===== src/rtl/irq_ctx_pkg.sv =====
// Shared types for the interrupt entry sequencer.
// Assumes a single clock domain; no state is encoded outside this enum.
package irq_ctx_pkg;

    typedef enum logic [2:0] {
        SQ_RUN  = 3'd0,  // executing, watching boundaries
        SQ_IDLE = 3'd1,  // parked until a qualifying request
        SQ_VWP  = 3'd2,  // read vector workspace pointer
        SQ_VPC  = 3'd3,  // read vector program counter
        SQ_SWP  = 3'd4,  // save old workspace pointer
        SQ_SPC  = 3'd5,  // save old program counter
        SQ_SST  = 3'd6   // save old status
    } seq_state_t;

endpackage


===== src/rtl/irq_qualify.sv =====
// Request qualifier: decides whether a priority code beats the current mask.
// Assumes code 0 is never a valid interrupt and lower codes are more urgent.
module irq_qualify #(
    parameter int CW = 4
) (
    input  logic          req_i,
    input  logic [CW-1:0] code_i,
    input  logic [CW-1:0] mask_i,
    output logic          hit_o
);

    // purpose: nonzero code at or below the mask value qualifies
    always_comb begin
        hit_o = req_i && (code_i != '0) && (code_i <= mask_i);
    end

endmodule


===== src/rtl/ctx_addr_gen.sv =====
// Memory port driver for the context switch: address, direction and data per state.
// Assumes the vector table starts at address 0 with two words per code.
module ctx_addr_gen
    import irq_ctx_pkg::*;
#(
    parameter int DW     = 16,
    parameter int CW     = 4,
    parameter int REG_WP = 13,
    parameter int REG_PC = 14,
    parameter int REG_ST = 15
) (
    input  seq_state_t    state_i,
    input  logic [CW-1:0] code_i,
    input  logic [DW-1:0] nwp_i,
    input  logic [DW-1:0] wp_i,
    input  logic [DW-1:0] pc_i,
    input  logic [DW-1:0] st_i,
    output logic          req_o,
    output logic          we_o,
    output logic [DW-1:0] addr_o,
    output logic [DW-1:0] wdata_o,
    output logic          ack_o
);

    localparam int PADW = DW - CW - 2;
    localparam logic [DW-1:0] OFF_WP = DW'(2 * REG_WP);
    localparam logic [DW-1:0] OFF_PC = DW'(2 * REG_PC);
    localparam logic [DW-1:0] OFF_ST = DW'(2 * REG_ST);

    logic [DW-1:0] vec_base;

    // purpose: vector entry address is code times four
    always_comb begin
        vec_base = {{PADW{1'b0}}, code_i, 2'b00};
    end

    // purpose: select the access for the current sequencer state
    always_comb begin
        req_o   = 1'b1;
        we_o    = 1'b0;
        addr_o  = '0;
        wdata_o = '0;
        ack_o   = 1'b0;
        unique case (state_i)
            SQ_VWP: begin
                addr_o = vec_base;
                ack_o  = 1'b1;
            end
            SQ_VPC: addr_o = vec_base + DW'(2);
            SQ_SWP: begin
                we_o    = 1'b1;
                addr_o  = nwp_i + OFF_WP;
                wdata_o = wp_i;
            end
            SQ_SPC: begin
                we_o    = 1'b1;
                addr_o  = nwp_i + OFF_PC;
                wdata_o = pc_i;
            end
            SQ_SST: begin
                we_o    = 1'b1;
                addr_o  = nwp_i + OFF_ST;
                wdata_o = st_i;
            end
            default: req_o = 1'b0;
        endcase
    end

endmodule


===== src/rtl/ctx_regs.sv =====
// Context registers (workspace pointer, program counter, status) with a
// deferred mask update. Assumes arm and commit never fall on the same edge.
module ctx_regs #(
    parameter int DW = 16,
    parameter int CW = 4
) (
    input  logic          clk,
    input  logic          rst_n,
    input  logic          ld_i,
    input  logic [DW-1:0] ld_wp_i,
    input  logic [DW-1:0] ld_pc_i,
    input  logic [DW-1:0] ld_st_i,
    input  logic          arm_i,
    input  logic [CW-1:0] arm_code_i,
    input  logic          commit_i,
    input  logic [DW-1:0] nwp_i,
    input  logic [DW-1:0] npc_i,
    output logic [DW-1:0] wp_o,
    output logic [DW-1:0] pc_o,
    output logic [DW-1:0] st_o
);

    logic          pend_q;
    logic [CW-1:0] pend_code_q;
    logic [CW-1:0] new_mask;

    // purpose: four-bit decrement of the accepted level
    always_comb begin
        new_mask = pend_code_q - CW'(1);
    end

    // purpose: remember the accepted level until the status has been saved
    always_ff @(posedge clk) begin
        if (!rst_n) begin
            pend_q      <= 1'b0;
            pend_code_q <= '0;
        end else if (arm_i) begin
            pend_q      <= 1'b1;
            pend_code_q <= arm_code_i;
        end else if (commit_i) begin
            pend_q      <= 1'b0;
        end
    end

    // purpose: load from the core or switch to the new context
    always_ff @(posedge clk) begin
        if (!rst_n) begin
            wp_o <= '0;
            pc_o <= '0;
            st_o <= '0;
        end else if (commit_i) begin
            wp_o <= nwp_i;
            pc_o <= npc_i;
            if (pend_q) begin
                st_o[CW-1:0] <= new_mask;
            end
        end else if (ld_i) begin
            wp_o <= ld_wp_i;
            pc_o <= ld_pc_i;
            st_o <= ld_st_i;
        end
    end

endmodule


===== src/rtl/irq_ctx_seq.sv =====
// Interrupt entry sequencer top: qualifies requests at boundaries or in idle,
// walks vector fetch and context save, and commits the new context.
// Assumes the memory port returns mem_ready only while mem_req is high.
module irq_ctx_seq
    import irq_ctx_pkg::*;
#(
    parameter int DW = 16,
    parameter int CW = 4
) (
    input  logic          clk,
    input  logic          rst_n,
    input  logic          irq_req,
    input  logic [CW-1:0] irq_code,
    input  logic          at_boundary,
    input  logic          idle_cmd,
    input  logic          ld_en,
    input  logic [DW-1:0] ld_wp,
    input  logic [DW-1:0] ld_pc,
    input  logic [DW-1:0] ld_st,
    output logic          mem_req,
    output logic          mem_we,
    output logic [DW-1:0] mem_addr,
    output logic [DW-1:0] mem_wdata,
    input  logic [DW-1:0] mem_rdata,
    input  logic          mem_ready,
    output logic          irq_ack,
    output logic          busy,
    output logic          done,
    output logic          idle_o,
    output logic [DW-1:0] wp_o,
    output logic [DW-1:0] pc_o,
    output logic [DW-1:0] st_o
);

    seq_state_t    state_q;
    logic [CW-1:0] code_q;
    logic [DW-1:0] nwp_q;
    logic [DW-1:0] npc_q;
    logic          done_q;
    logic          hit;
    logic          accept;
    logic          commit;
    logic          ld_ok;

    irq_qualify #(.CW(CW)) qual_i (
        .req_i  (irq_req),
        .code_i (irq_code),
        .mask_i (st_o[CW-1:0]),
        .hit_o  (hit)
    );

    // purpose: acceptance, completion and load gating
    always_comb begin
        accept = ((state_q == SQ_RUN) && at_boundary && hit) ||
                 ((state_q == SQ_IDLE) && hit);
        commit = (state_q == SQ_SST) && mem_ready;
        ld_ok  = ld_en && (state_q == SQ_RUN) && !accept;
    end

    // purpose: sequencer state, latched code and fetched vector words
    always_ff @(posedge clk) begin
        if (!rst_n) begin
            state_q <= SQ_RUN;
            code_q  <= '0;
            nwp_q   <= '0;
            npc_q   <= '0;
            done_q  <= 1'b0;
        end else begin
            done_q <= 1'b0;
            unique case (state_q)
                SQ_RUN, SQ_IDLE: begin
                    if (accept) begin
                        state_q <= SQ_VWP;
                        code_q  <= irq_code;
                    end else if (state_q == SQ_RUN && idle_cmd) begin
                        state_q <= SQ_IDLE;
                    end
                end
                SQ_VWP: if (mem_ready) begin
                    nwp_q   <= {mem_rdata[DW-1:1], 1'b0};
                    state_q <= SQ_VPC;
                end
                SQ_VPC: if (mem_ready) begin
                    npc_q   <= mem_rdata;
                    state_q <= SQ_SWP;
                end
                SQ_SWP: if (mem_ready) state_q <= SQ_SPC;
                SQ_SPC: if (mem_ready) state_q <= SQ_SST;
                SQ_SST: if (mem_ready) begin
                    state_q <= SQ_RUN;
                    done_q  <= 1'b1;
                end
                default: state_q <= SQ_RUN;
            endcase
        end
    end

    ctx_regs #(.DW(DW), .CW(CW)) regs_i (
        .clk        (clk),
        .rst_n      (rst_n),
        .ld_i       (ld_ok),
        .ld_wp_i    (ld_wp),
        .ld_pc_i    (ld_pc),
        .ld_st_i    (ld_st),
        .arm_i      (accept),
        .arm_code_i (irq_code),
        .commit_i   (commit),
        .nwp_i      (nwp_q),
        .npc_i      (npc_q),
        .wp_o       (wp_o),
        .pc_o       (pc_o),
        .st_o       (st_o)
    );

    ctx_addr_gen #(.DW(DW), .CW(CW)) agen_i (
        .state_i (state_q),
        .code_i  (code_q),
        .nwp_i   (nwp_q),
        .wp_i    (wp_o),
        .pc_i    (pc_o),
        .st_i    (st_o),
        .req_o   (mem_req),
        .we_o    (mem_we),
        .addr_o  (mem_addr),
        .wdata_o (mem_wdata),
        .ack_o   (irq_ack)
    );

    // purpose: status outputs derived from the state
    always_comb begin
        busy   = (state_q != SQ_RUN) && (state_q != SQ_IDLE);
        idle_o = (state_q == SQ_IDLE);
        done   = done_q;
    end

endmodule


===== config.mk =====
export PLATFORM = sky130hd
export DESIGN_NAME = irq_ctx_seq
export DESIGN_NICKNAME = d
export VERILOG_FILES = /design/src/rtl/irq_ctx_pkg.sv /design/src/rtl/irq_qualify.sv /design/src/rtl/ctx_addr_gen.sv /design/src/rtl/ctx_regs.sv /design/src/rtl/irq_ctx_seq.sv
export SDC_FILE = /design/constraint.sdc
export NUM_CORES = 1
export LEC_CHECK = 0
export ABC_AREA = 1
export BUFFER_PORTS_ARGS = -buffer_cell sky130_fd_sc_hd__buf_2
export CORE_MARGIN = 3
export CORE_UTILIZATION = 50
export DETAILED_ROUTE_END_ITERATION = 8
export PLACE_DENSITY_LB_ADDON = 0.12
export SKIP_CTS_REPAIR_TIMING = 1
export SLEW_MARGIN = 40
export SYNTH_ARGS = -nofsm -noshare
export SYNTH_HDL_FRONTEND = slang
export SYNTH_SLANG_ARGS = --single-unit

===== constraint.sdc =====
create_clock -name clk -period 2.9 [get_ports clk]
set_input_delay 0.29 -clock clk [delete_from_list [all_inputs] [get_ports clk]]
set_output_delay 0.29 -clock clk [all_outputs]
set_load 0.02 [all_outputs]

Word level (Yosys, flattened, before mapping):

Cells that the tools add are included.

* logic and storage cells: 82
* input bits: 75
* flip-flop bits (word level): 92
* output and inout port bits: 86

* $lt $le $gt $ge: 1
* reductions and logical operators: 27
* add/sub/neg operators: 5
* bitwise gates (word level): 1
* mux-type cells: 23
* equal/unequal tests: 14

Operators by type and width (number)
* case mux 16 bit (5 select lines): 1
* 2-to-1 mux 16 bit: 4
* adder 16 x 5 -> 16 bit, second input constant: 3
* case mux 16 bit (3 select lines): 1
* 2-to-1 mux 3 bit: 7
* case mux 3 bit (6 select lines): 1
* 2-to-1 mux 4 bit: 3
* AND reduction 2 bit: 6
* logical AND 1 bit: 10
* inequality test 2 bit, second input constant: 5
* == test 3 bit, second input constant: 3
* adder 6 x 2 -> 7 bit, second input constant: 1
* == test 3 x 2 -> 1 bit, second input constant: 2
* 2-to-1 mux 1 bit: 6
* AND reduction 6 bit: 1
* OR reduction 5 bit: 1
* <= comparator 4 bit: 1
* nonzero test 2 bit: 2
* nonzero test 4 bit: 1
* subtractor 4 x 1 -> 4 bit, second input constant: 1
* == test 3 x 1 -> 1 bit, second input constant: 1
* logical NOT 3 bit: 1
* inequality test 3 x 1 -> 1 bit, second input constant: 1
* inequality test 3 bit, second input constant: 1
* 7 further kinds: 7

Depth between registers and ports, before layout:

Gate-level depths: netlist (run 1).

* depth after elaboration: 9
* depth in mapped cells: 15
* gate-level depth less buffers: 14

By module:

A second synthesis (run 1) with hierarchy kept.

* cells, all modules: 813
* area total of the unflattened synthesis: 5109.9 µm²

By module, submodules not included
* ctx_regs: times used 1, area an instance 2318.5 µm², cells each 346
* irq_ctx_seq: times used 1, area an instance 1539.0 µm², cells each 201
* ctx_addr_gen: times used 1, area an instance 1127.3 µm², cells each 243
* irq_qualify: times used 1, area an instance 125.1 µm², cells each 23

Worst setup path before layout (run 1):

Ideal clock, no wire load.

* path type: register to output
* start: register state_q[2]
* end: output mem_addr[15]
* stages on the path, launching flop included: 13
* path slack: 0.432 ns
* required time: 2.610 ns
* arrival time: 2.178 ns
* cells stage by stage: dfxtp_1 -> inv_2 -> nor2_4 -> nand2_4 -> buf_1 -> fa_1 -> nand2_1 -> nand3_1 -> inv_1 -> nand2_1 -> inv_1 -> a21oi_1 -> o22ai_1

* longest elaborated chain between the ends: 2
* elaborated cells between the ends (all ways): 6
* those cells by class: eq/ne (5); mux (1)

Ends and longest elaborated chain
* from (decl): line irq_ctx_seq.sv:35 `seq_state_t state_q;`
* from (signal assigned): line irq_ctx_seq.sv:63 `state_q <= SQ_RUN;`
* from (signal assigned): line irq_ctx_seq.sv:73 `state_q <= SQ_VWP;`
* from (signal assigned): line irq_ctx_seq.sv:76 `state_q <= SQ_IDLE;`
* == test 3 bit / == test 3 x 2 -> 1 bit (equally long branches): line ctx_addr_gen.sv:44 `unique case (state_i)`
* case mux 16 bit (5 select lines) *: line ctx_addr_gen.sv:44
* to (decl): line irq_ctx_seq.sv:22 `output logic [DW-1:0] mem_addr,`

Every way passes the cells marked *; elsewhere a longest branch is shown, timed or not.

Worst setup path after layout (run 1):

* start: register state_q[2]
* end: output mem_addr[11]

The elaborated chain is that of the path after synthesis.

==> impl_metrics.tcl, run 1 <==
set metrics [dict create \
    outcome "finished clean" \
    critPathSlowestCell "fa_1" \
    synth_top_area_cell "dfxtp_1" \
    grt_pass1_vias 5232 \
    ys.flop_type "dfxtp_1" \
    grt_use_total_pct 29.6 \
    relSlewSlack_pct 62.6 \
    worstPathRequired_ps 2610 \
    first_pass_iters 5 \
    timing.setup.tns_ps 0 \
    drive_above_1_share_pct 23.1 \
    worstSetupStartpoint "state_q[2]" \
    ant_nets 0 \
    p_switching_mw 1.94 \
    vias_per_cell 5.55 \
    clk_pin_slew_worst_paths_ps 100 \
    antenna_found_initial 0 \
    slowest_delay_ps 420 \
    synth_edf_count 0 \
    placed_area_um2 5800 \
    synthCells 757 \
    vias 5721 \
    n_fill_cell 891 \
    die_area_um2 11100 \
    worst_setup_path_end_kind "output pin" \
    wirelength_um 16800 \
    power.share.clock_pct 22.0 \
    syn_area_per_cell_um2 6.53 \
    power_density_nw_per_um2 746 \
    fp.dieW_um 105 \
    grt_start_max_net_pins 45 \
    utilization_pct 64.0 \
    die-height_um 105 \
    path_cells "inv_2 > nor2_4 > nand2_4 > fa_1 > nand2_1 > nand3_1 > inv_1 > nand2_1 > inv_1 > a21oi_1 > o21ai_0 > o21ai_0 > buf_2" \
    synth_area_um2 4940 \
    drv_cap 0 \
    pin_count 161 \
    cts_max_level 3 \
    insertion_delay_ps 370 \
    layoutNonFillerInstCount 1030 \
    yosys-top-cells-area "dfxtp_1 37%, nand2_1 17%, a21oi_1 11%" \
    crit_type "flop to output pin" \
    hold_violations 0 \
    synth_common_cells "222 x nand2_1, 104 x a21oi_1, 92 x dfxtp_1" \
    hpwl_um 12800 \
    cts_tree "yes" \
    cts_root_buffer "clkbuf_8" \
    yosysTopAreaCellShare_pct 37.3 \
    drt_iter0_drc 427 \
    cts_sinks 92 \
    min_path_type "input port to flop" \
    diodes 0 \
    synth.most_common_cell "nand2_1" \
    reg2reg_from "regs_i.st_o[3]" \
    rows 35 \
    synthesis.nets 840 \
    ys_ff_latch 92 \
    drc_errors 0 \
    internal_power_mw 2.55 \
    maxSlewViolCount 0 \
    fin_crit_sh_pct 94.0 \
    power_frac_comb_pct 40.7 \
    swShare_pct 43.2 \
    fin_ws_ps 173 \
    worst_ir_drop_vdd_mv 0.361 \
    fp.coreArea_um2 9420 \
    place.gp.congestion 0.934 \
    cp-start-kind "flop" \
    worst_slew_pin_slew_ps 559 \
    preCtsSetupSlack_ps 469 \
    start_util_pct 52.5 \
    synthArstFlopShare_pct 0 \
    critical_path_arrival_ps 2440 \
    setup_viol 0 \
    clockBufferDepth 2 \
    io_buffer_count 159 \
    final_area_um2 6030 \
    leakage_nw 2.81 \
    nets 979 \
    grt_overflow 0 \
    area_growth_pct 22.1 \
    wl_per_cell_um 16.3 \
    numCtsBuffers 9 \
    critPathMaxFanout 5 \
    synth-warning-count 0 \
    min_from "mem_rdata[14]" \
    yosysSeqAreaShare_pct 37.3 \
    grt_pass1_wl_um 26500 \
    placed_cells 1014 \
    seqPwrFrac_pct 37.4 \
    fmax_mhz 367 \
    synth.distinct_cells 30 \
    finalClockSkew_ps 14.8 \
    layout_min_cycle_time_ps 2730 \
]
worst max-delay path, delay by kind of cell, from the launching register on:
family | cells | cell delay [ps]
flip-flops | 1 | 380
buffers and inverters | 4 | 450
adder cells (fa/ha/maj) | 1 | 420
AO/OA/AOI/OAI | 3 | 260
AND/OR/NAND/NOR | 5 | 570
per-stage QoR:
stage | total power, mW | hold WS, ps
after floorplan | 2.92 | 428
after global placement | 3.47 | 449
after detailed placement | 3.51 | 455
after CTS | 4.48 | 196
after global routing | 4.76 | 209
final | 4.50 | 200
power by group through the flow:
stage,Combinational [mW],Clock [mW],Sequential (mW)
3_5_place_dp,1.81,0,1.70
2_1_floorplan,1.06,0,1.85
6_report,1.83,0.989,1.68
5_1_grt,2.01,1.04,1.71
4_1_cts,1.82,0.991,1.67
3_3_place_gp,1.78,0,1.69
kinds of logic (layout without fill, tap and decap cells):
kind of cell    count (synthesis)  count (layout)  share of synthesized area (%)
simple gates                  349             349                           29.8
buf+inv                       111             255                           9.25
flops                          92              92                           37.3
compound gates                195             195                           21.2
fa+ha+maj                       8               8                           2.18
other cells                     1               1                         0.0759
xor+xnor                        1               1                          0.177
layout make-up:
type / instances / area, um^2 / share of cell area (%)
clock inverters: 6 / 93.8 / 1.56
repair buffers: 173 / 908 / 15.1
inverters: 66 / 248 / 4.11
multi-input cells: 554 / 2650 / 43.9
clock buffers: 10 / 128 / 2.12
flip-flops and latches: 92 / 1840 / 30.6
well taps: 129 / 161 / 2.68
layout by cell type (no fill, tap or decap):
cell type	n
nand3_1	82
nand2_4	1
or2_2	1
clkbuf_1	1
clkinv_4	1
dfxtp_2	2
buf_4	13
a21oi_1	104
o22ai_1	3
bufinv_16	2
conb_1	1
clkinvlp_4	1
o221ai_1	2
o21ai_1	18
buf_2	159
nor2_2	2
o31ai_1	3
nor3_1	2
o211ai_2	1
nor2_1	33
nor2_8	1
nor2_4	3
o21ai_0	46
inv_1	60
nand2_1	220
o211ai_1	18
xnor2_1	1
ha_1	7
nand2_2	3
inv_6	2
clkbuf_8	9
nand4_1	1
buf_8	1
dfxtp_1	90
inv_2	6
fa_1	1
layer usage:
metal	part of all wire, %	vias up	global-route usage (%)
met3	8.4	30	5.27
met5	0	-	0
met1	43	2656	39.9
met4	2.4	0	9.56
li1	-	2780	-
met2	47	255	48.2
path summary, 6_finish.rpt:
path,end,slack (ps),depth (start not counted)
hold reg to reg,npc_q[0],470,2
setup reg to reg,regs_i.wp_o[12],670,12
hold / removal,npc_q[14],200,3
setup / recovery,mem_addr[11],170,13
sequential cells by signal (all words and copies together), names as in the netlist:
name                flops
state_q                 3
regs_i.pend_q           1
nwp_q                  15
regs_i.pc_o            16
regs_i.wp_o            16
code_q                  4
regs_i.st_o            16
regs_i.pend_code_q      4
done                    1
npc_q                  16
(Power assumes the default switching activity.)
==> run 2, diff against run 1 <==
--- a/config.mk
+++ b/config.mk
@@ -15,4 +15,5 @@
 export SLEW_MARGIN = 40
 export SYNTH_ARGS = -nofsm -noshare
 export SYNTH_HDL_FRONTEND = slang
+export SYNTH_HIERARCHICAL = 1
 export SYNTH_SLANG_ARGS = --single-unit
==> impl_metrics.tcl, run 2 <==
set metrics [dict create \
    outcome "finished clean" \
    drc_errors 0 \
    fp.dieW_um 107 \
    cts_max_level 3 \
    ys_ff_latch 92 \
    fin_crit_sh_pct 90.0 \
    synth_area_um2 5110 \
    placed_area_um2 5950 \
    die_area_um2 11500 \
    power_density_nw_per_um2 717 \
    regArea_um2 1840 \
    critPathSlowestCell "nor2_1" \
    path_buf_inv 3 \
    first_pass_iters 5 \
    hold_violations 0 \
    final_area_um2 6170 \
    swShare_pct 42.5 \
    grt_overflow 0 \
    setup_viol 0 \
    power.share.clock_pct 21.8 \
    drt_iter0_drc 401 \
    m1WireLength_um 6580 \
    clockBufferDepth 2 \
    numCtsBuffers 9 \
    timing.setup.tns_ps 0 \
    worst_setup_path_end_kind "flop" \
    synth_top_area_cell "dfxtp_1" \
    cts_root_buffer "clkbuf_8" \
    hpwl_um 11400 \
    ys.flop_type "dfxtp_1" \
    crit_type "flop to flop" \
    layout_min_cycle_time_ps 2610 \
    worst_ir_drop_vdd_mv 0.375 \
    critical_path_arrival_ps 2910 \
    vias 5555 \
    rows 36 \
    synthCells 813 \
    mostFrequentLayoutCell "nand2_1" \
    vias_per_cell 5.05 \
    topRoutingLayerUsed "met5" \
    start_util_pct 51.8 \
    io_buffer_count 159 \
    insertion_delay_ps 360 \
    placed_cells 1083 \
    cts_tree "yes" \
    cp-start-kind "flop" \
    drive_above_1_share_pct 22.5 \
    place.gp.congestion 0.929 \
    ant_nets 0 \
    met2WireLength_um 7190 \
    fp.coreArea_um2 9860 \
    synth-warning-count 6 \
    synthArstFlopShare_pct 0 \
    grt_pass1_vias 5094 \
    cts_sinks 92 \
    antenna_found_initial 1 \
    area_growth_pct 20.8 \
    grt_start_max_net_pins 53 \
    drv_cap 0 \
    syn_area_per_cell_um2 6.29 \
    grt_pass1_wl_um 24800 \
    relSlewSlack_pct 55.5 \
    synth.most_common_cell "nand2_1" \
    preCtsSetupSlack_ps 339 \
    fmax_mhz 383 \
    yosysTopAreaCellShare_pct 36.0 \
    seqPwrFrac_pct 40.1 \
    crit_path_frequent_cell "nand2_1" \
    diodes 0 \
    p_total_mw 4.42 \
    leakage_nw 3.32 \
    wl_per_cell_um 14.0 \
    synth_common_cells "266 x nand2_1, 115 x nor2_1, 92 x dfxtp_1" \
    synth_edf_count 0 \
    yosysSeqAreaShare_pct 36.0 \
    n_fill_cell 994 \
    worst_slew_pin_slew_ps 662 \
    wl_met3_um 1110 \
    fin_ws_ps 290 \
    yosys-top-cells-area "dfxtp_1 36%, nand2_1 20%, nor2_1 8.4%" \
    synth.distinct_cells 34 \
    path_cells "inv_1 > ha_1 > nand2_1 > inv_1 > nand2_1 > nand2_1 > a21oi_1 > o21ai_1 > nand2_1 > nor2_1 > nand2_4 > inv_6 > nand2_1 > nand2_1 > o21ai_0 > a21oi_1" \
    utilization_pct 62.6 \
    worstPathRequired_ps 3200 \
    layoutNonFillerInstCount 1099 \
    clk_pin_slew_worst_paths_ps 100 \
    critPathMaxFanout 46 \
    pin_count 161 \
    multi_input_area_um2 2740 \
    grt_use_total_pct 26.9 \
    slowest_delay_ps 400 \
    whs_ps 169 \
    die-height_um 107 \
    p_switching_mw 1.88 \
    min_path_type "input port to flop" \
    wirelength_um 15400 \
    maxSlewViolCount 0 \
    grt_setup_unrepaired "false" \
    internal_power_mw 2.54 \
    power_frac_comb_pct 38.1 \
    cp_top_family "simple AND/OR/NAND/NOR gates" \
    final_cell_mix "266 x nand2_1, 159 x buf_2, 113 x nor2_1, 91 x dfxtp_1, 85 x nand3_1" \
    finalClockSkew_ps 14.1 \
    nets 1044 \
]
-- run 2: cell types whose count changed in the layout (fill, tap and decap cells not counted), sizes merged, moves of 5 or more --
cell / change
o211ai: -15
o21ai: +10
nand2: +51
inv: +18
nand3: +6
a21oi: -84
buf: -5
nor2: +83
-- run 2: worst register-to-register path, stage by stage (launching register included) --
cell     delay (ps)
dfxtp_1         380
inv_1            80
ha_1            290
nand2_1          60
inv_1            60
nand2_1          50
nand2_1          50
a21oi_1          90
o21ai_1         110
nand2_1         100
nor2_1          400
nand2_4         200
inv_6           330
nand2_1          90
nand2_1          60
o21ai_0          70
a21oi_1         110
-- run 2: cell type report --
class	count	share of cell area, %
clock buffer	9	2.01
timing repair buffer	168	14.2
multi-input combinational	605	44.4
sequential	92	29.9
inverter	85	5.33
clock inverter	7	1.56
tap	133	2.70
-- run 2: cells by family (layout without fill, tap and decap cells) --
| kind of cell | after synthesis | after routing | synth area share, % |
|---|---|---|---|
| DFF | 92 | 92 | 36.0 |
| xor gates and xnor gates | 1 | 1 | 0.171 |
| other | 1 | 2 | 0.0734 |
| adders and majority gates | 8 | 8 | 2.11 |
| and+or+nand+nor | 492 | 492 | 40.7 |
| buffers and inverters | 117 | 269 | 10.6 |
| AOI/OAI and AO/OA | 102 | 102 | 10.4 |
-- run 2: path summary, 6_finish.rpt --
check	from	endpoint	slack, ps	cells past startpoint
worst max-delay path	regs_i/st_o[3]	regs_i/st_o[2]	290	16
worst min register to register	regs_i/pend_q	regs_i/pend_q	470	2
worst max register to register	regs_i/st_o[3]	regs_i/st_o[2]	290	16
worst min-delay path	mem_rdata[14]	npc_q[14]	170	3
-- run 2: layer usage --
metal / vias to the layer above / GRT usage [%]
li1: 2863 / -
met1: 2451 / 36.1
met2: 201 / 42.9
met3: 38 / 5.54
met4: 2 / 9.41
met5: - / 0
-- run 2: power by group through the flow --
| stage | clock network (mW) | logic, mW | registers (mW) |
|---|---|---|---|
| finish | 0.965 | 1.69 | 1.77 |
| global route | 1.04 | 1.91 | 1.81 |
| CTS | 0.981 | 1.69 | 1.77 |
| detailed placement | 0 | 1.68 | 1.79 |
| global placement | 0 | 1.67 | 1.79 |
| floorplan | 0 | 1.11 | 1.89 |
